## src/rtl/pdcal_seq.sv

```systemverilog
module pdcal_seq #(
  parameter int MIN_HIGH_CYC = 200,
  parameter int RST_CYC      = 16,
  parameter int ACQ_TIMEOUT  = 290000,
  parameter int SYNC_STAGES  = 2
) (
  input  logic clk,
  input  logic rst_n,
  input  logic pd_pin,
  input  logic ref_ok,
  input  logic cal_done,
  output logic out_en,
  output logic logic_rst,
  output logic cal_start,
  output logic busy,
  output logic lol_mask
);
  localparam int HW   = $clog2(MIN_HIGH_CYC + 1);
  localparam int CMAX = (ACQ_TIMEOUT > RST_CYC) ? ACQ_TIMEOUT : RST_CYC;
  localparam int CW   = $clog2(CMAX + 1);

  typedef enum logic [2:0] {S_PDN, S_RST, S_WREF, S_CAL, S_ACQ, S_RUN} st_t;

  st_t st, nx;
  logic [SYNC_STAGES-1:0] sync;
  logic [HW-1:0] hi_cnt;
  logic [CW-1:0] cnt;
  logic pin_s, qual, rst_last, acq_last;

  assign pin_s    = sync[SYNC_STAGES-1];
  assign qual     = (hi_cnt == HW'(MIN_HIGH_CYC));
  assign rst_last = (cnt == CW'(RST_CYC - 1));
  assign acq_last = (cnt == CW'(ACQ_TIMEOUT - 1));

  always_ff @(posedge clk or negedge rst_n)
    if (!rst_n) sync <= '1;
    else        sync <= {sync[SYNC_STAGES-2:0], pd_pin};

  always_ff @(posedge clk or negedge rst_n)
    if (!rst_n)      hi_cnt <= '0;
    else if (!pin_s) hi_cnt <= '0;
    else if (!qual)  hi_cnt <= hi_cnt + HW'(1);

  always_comb begin
    nx = st;
    if (pin_s) nx = S_PDN;
    else begin
      case (st)
        S_PDN:   if (qual) nx = S_RST;
        S_RST:   if (rst_last) nx = S_WREF;
        S_WREF:  if (ref_ok) nx = S_CAL;
        S_CAL:   if (!ref_ok) nx = S_WREF;
                 else if (cal_done) nx = S_ACQ;
        S_ACQ:   if (cal_done || acq_last) nx = S_RUN;
        default: nx = st;
      endcase
    end
  end

  always_ff @(posedge clk or negedge rst_n)
    if (!rst_n) begin
      st        <= S_PDN;
      cnt       <= '0;
      cal_start <= 1'b0;
    end else begin
      st        <= nx;
      cal_start <= (nx == S_CAL) && (st != S_CAL);
      if (nx != st)                cnt <= '0;
      else if (cnt != CW'(CMAX))   cnt <= cnt + CW'(1);
    end

  assign out_en    = (st == S_RUN);
  assign logic_rst = (st == S_RST);
  assign busy      = (st == S_RST) || (st == S_WREF) || (st == S_CAL) || (st == S_ACQ);
  assign lol_mask  = (st != S_RUN);
endmodule

```

## config.mk

```make
export PLATFORM = sky130hd
export DESIGN_NAME = pdcal_seq
export DESIGN_NICKNAME = d
export VERILOG_FILES = /design/src/rtl/pdcal_seq.sv
export SDC_FILE = /design/constraint.sdc
export NUM_CORES = 1
export LEC_CHECK = 0
export ABC_AREA = 1
export BUFFER_PORTS_ARGS = -buffer_cell sky130_fd_sc_hd__buf_4
export CAP_MARGIN = 20
export CORE_MARGIN = 5
export CORE_UTILIZATION = 60
export CTS_CLUSTER_DIAMETER = 150
export DETAILED_ROUTE_END_ITERATION = 16
export PLACE_DENSITY_LB_ADDON = 0.15
export SLEW_MARGIN = 20
export SYNTH_ARGS = -nofsm -noshare
export SYNTH_HDL_FRONTEND = slang
export SYNTH_SLANG_ARGS = --single-unit
```

## constraint.sdc

```tcl
create_clock -name clk -period 1.93 [get_ports clk]
set_input_delay 0.0965 -clock clk [delete_from_list [all_inputs] [get_ports clk]]
set_output_delay 0.0965 -clock clk [all_outputs]
set_load 0.005 [all_outputs]
```

==> flow_metrics.env <==
export IMPL_clkTransAtPathRegs_ns=0.11
export IMPL_cp_data_arrival_time_ns=2.12
export IMPL_status="complete, no violations"
export IMPL_seqCellArea_um2=828
export IMPL_antenna_found_initial=0
export IMPL_slew_limit_headroom=0.715
export IMPL_io_buffers=9
export IMPL_antenna_left=0
export IMPL_p_per_area_mw_per_mm2=751
export IMPL_root_buffer="clkbuf_4"
export IMPL_clk_path_buf_depth=2
export IMPL_yosysTopAreaCell="dfrtp_1"
export IMPL_syn_num_nets=264
export IMPL_cts_tree="built"
export IMPL_slowest_stage="dfrtp_1"
export IMPL_critical_path_class="register to register"
export IMPL_fin_crit_ns=1.84
export IMPL_syn_area_mm2=0.00200
export IMPL_ys_seq_area_frac=0.415
export IMPL_multi_input_area_mm2=0.00107
export IMPL_cts_sinks=33
export IMPL_worstPathMaxFanout=4
export IMPL_numCtsBuffers=5
export IMPL_slowest_delay_ns=0.39
export IMPL_cp_required_ns=2.21
export IMPL_first_pass_iters=4
export IMPL_htreeDepth=2
export IMPL_start_util=0.608
export IMPL_start_kind="register"
export IMPL_slew_viol_final=0
export IMPL_whs_ns=0.209
export IMPL_end_kind="register"
export IMPL_dp_hpwl_um=2780
export IMPL_drc_errors=0
export IMPL_vias=1694
export IMPL_hold_class="primary input to asynchronous set/reset pin"
export IMPL_hold_viol=0
export IMPL_fin_skew_ns=0.0113
export IMPL_io_pins=10
export IMPL_track_usage=0.192
export IMPL_final_common_cell="nand2_1"
export IMPL_num_fill_cells=265
export IMPL_core_area_mm2=0.00328
export IMPL_drive_gt1_frac=0.211
export IMPL_antenna_cells=0
export IMPL_grt_first_pass_wirelength_um=6550
export IMPL_yosys_cell_types_count=26
export IMPL_finalWirelength_um=4000
export IMPL_crit_chain="ha_1 > nand3_4 > nor2_2 > nand4_1 > nand2_2 > nand2_2 > nand2_1 > nand2_1 > nor2_4 > buf_4 > nand2_4 > nor2_4"
export IMPL_maxCapViolCount=0
export IMPL_wl_per_cell_um=12.1
export IMPL_routabilityCongestion=0.875
export IMPL_clkLatencyLatePin_ns=0.35
export IMPL_rows=21
export IMPL_final_cells=331
export IMPL_ys_seq_elements=33
export IMPL_power_total_uw=1750
export IMPL_grt_max_degree=34
export IMPL_fp_dieH_um=67.7
export IMPL_drtIter0Drc=138
export IMPL_yosysTopAreaCellShare=0.389
export IMPL_gr_total_overflow=0
export IMPL_p_leak_uw=0.00113
export IMPL_grt_pass1_vias=1509
export IMPL_vias_per_cell=5.12
export IMPL_dp_cells=315
export IMPL_synth_warnings=0
export IMPL_synthCells=255
export IMPL_layout_common_cells="nand2_1, inv_1, nor2_1, dfrtp_1, buf_4"
export IMPL_die_x_um=67.7
export IMPL_area_delta_synth_final_pct=16.4
export IMPL_worst_pin_slew_ns=0.424
export IMPL_max_freq_mhz=544
export IMPL_vdd_drop_max_mv=0.512
export IMPL_dieArea_mm2=0.00458
export IMPL_post_synth_cell_area_avg_um2=7.83
export IMPL_synthTopCellsByArea="dfrtp_1, nand2_1, nor2_1"
export IMPL_setup_viol=0
export IMPL_nets=293
export IMPL_min_period_over_period=0.953
[layer usage]
layer | vias up | GRT usage | share of wire
met2 | 44 | 0.286 | 0.44
met3 | 6 | 0.0516 | 0.054
met4 | 0 | 0.0987 | 0.018
li1 | 857 | - | -
met5 | - | 0 | 0
met1 | 787 | 0.256 | 0.49
[path summary, 6_finish.rpt]
path	start	to	slack, ns	cells after the start
setup / recovery	cnt[1]	cnt[5]	0.09	12
hold / removal	rst_n	cnt[1]	0.21	2
hold reg to reg	sync[0]	sync[1]	0.36	0
min in group clk	cal_done	st[0]	0.21	7
max in group asynchronous	rst_n	sync[0]	1.40	2
setup reg to reg	cnt[1]	cnt[5]	0.09	12
[critical path: cells and delay by family, from the launching register on]
kind / cells / cell delay (ns)
AND/OR/NAND/NOR: 10 / 0.98
adder cells (fa/ha/maj): 1 / 0.23
flip-flops: 1 / 0.39
buffers and inverters: 1 / 0.17
[power breakdown]
group	switching, uW	internal, uW	leakage [uW]
logic	268	214	0.000657
clock network	249	137	0.0000310
registers	104	774	0.000438
total	620	1120	0.00113
[cell usage after synthesis]
cell      number
xor2_1        14
inv_2          3
nor2_4        11
nand2_2        4
nor2_2         3
o21bai_1       1
a21oi_1       10
xnor2_1        2
o21ai_0        8
nor2_1        39
and3_1         1
dfstp_2        2
buf_12         1
nand4_1        2
nand3_1       16
nand3_2        1
nor3b_1        1
nor3_1         7
o22ai_1        1
nand2_4        1
nor3_2         2
nand2_1       49
nor4_1         3
inv_1         38
dfrtp_1       31
ha_1           4
[state kept, by name, summed over array words and instances, names as in the netlist]
register and flops:
hi_cnt 8, cal_start 1, cnt 19, sync 2
st 3
[metrics by stage]
step,cell area [um2],TNS [ns],setup slack [ns],utilization
6_report,2320,0,0.0913,0.707
3_5_place_dp,2150,0,0.0397,0.653
4_1_cts,2220,0,0.0137,0.676
5_1_grt,2320,-0.581,-0.0601,0.707
2_1_floorplan,2000,0,0.270,-
3_3_place_gp,2150,0,0.0841,0.653
[layout make-up]
cell class	instances	share of cell area
multi-input cells	182	0.459
flip-flops and latches	33	0.356
repair buffers	21	0.0700
inverters	41	0.0662
well taps	46	0.0248
clock buffers	5	0.0162
clock inverters	3	0.00754
[cell families after synthesis]
| kind of cell | share of synthesized area |
|---|---|
| buf+inv | 0.0871 |
| compound gates | 0.0520 |
| fa+ha+maj | 0.0251 |
| simple gates | 0.350 |
| flops | 0.415 |
| xor+xnor | 0.0702 |
[what timing repair did]
| item | CTS | global route |
|---|---|---|
| hold endpoints to repair | 34 | 0 |
| setup buffers | 0 | 4 |
| setup endpoints to repair | 0 | 19 |
| hold buffers | 2 | 0 |
| resized for setup | 0 | 10 |
Power figures use the tool's default switching activity.
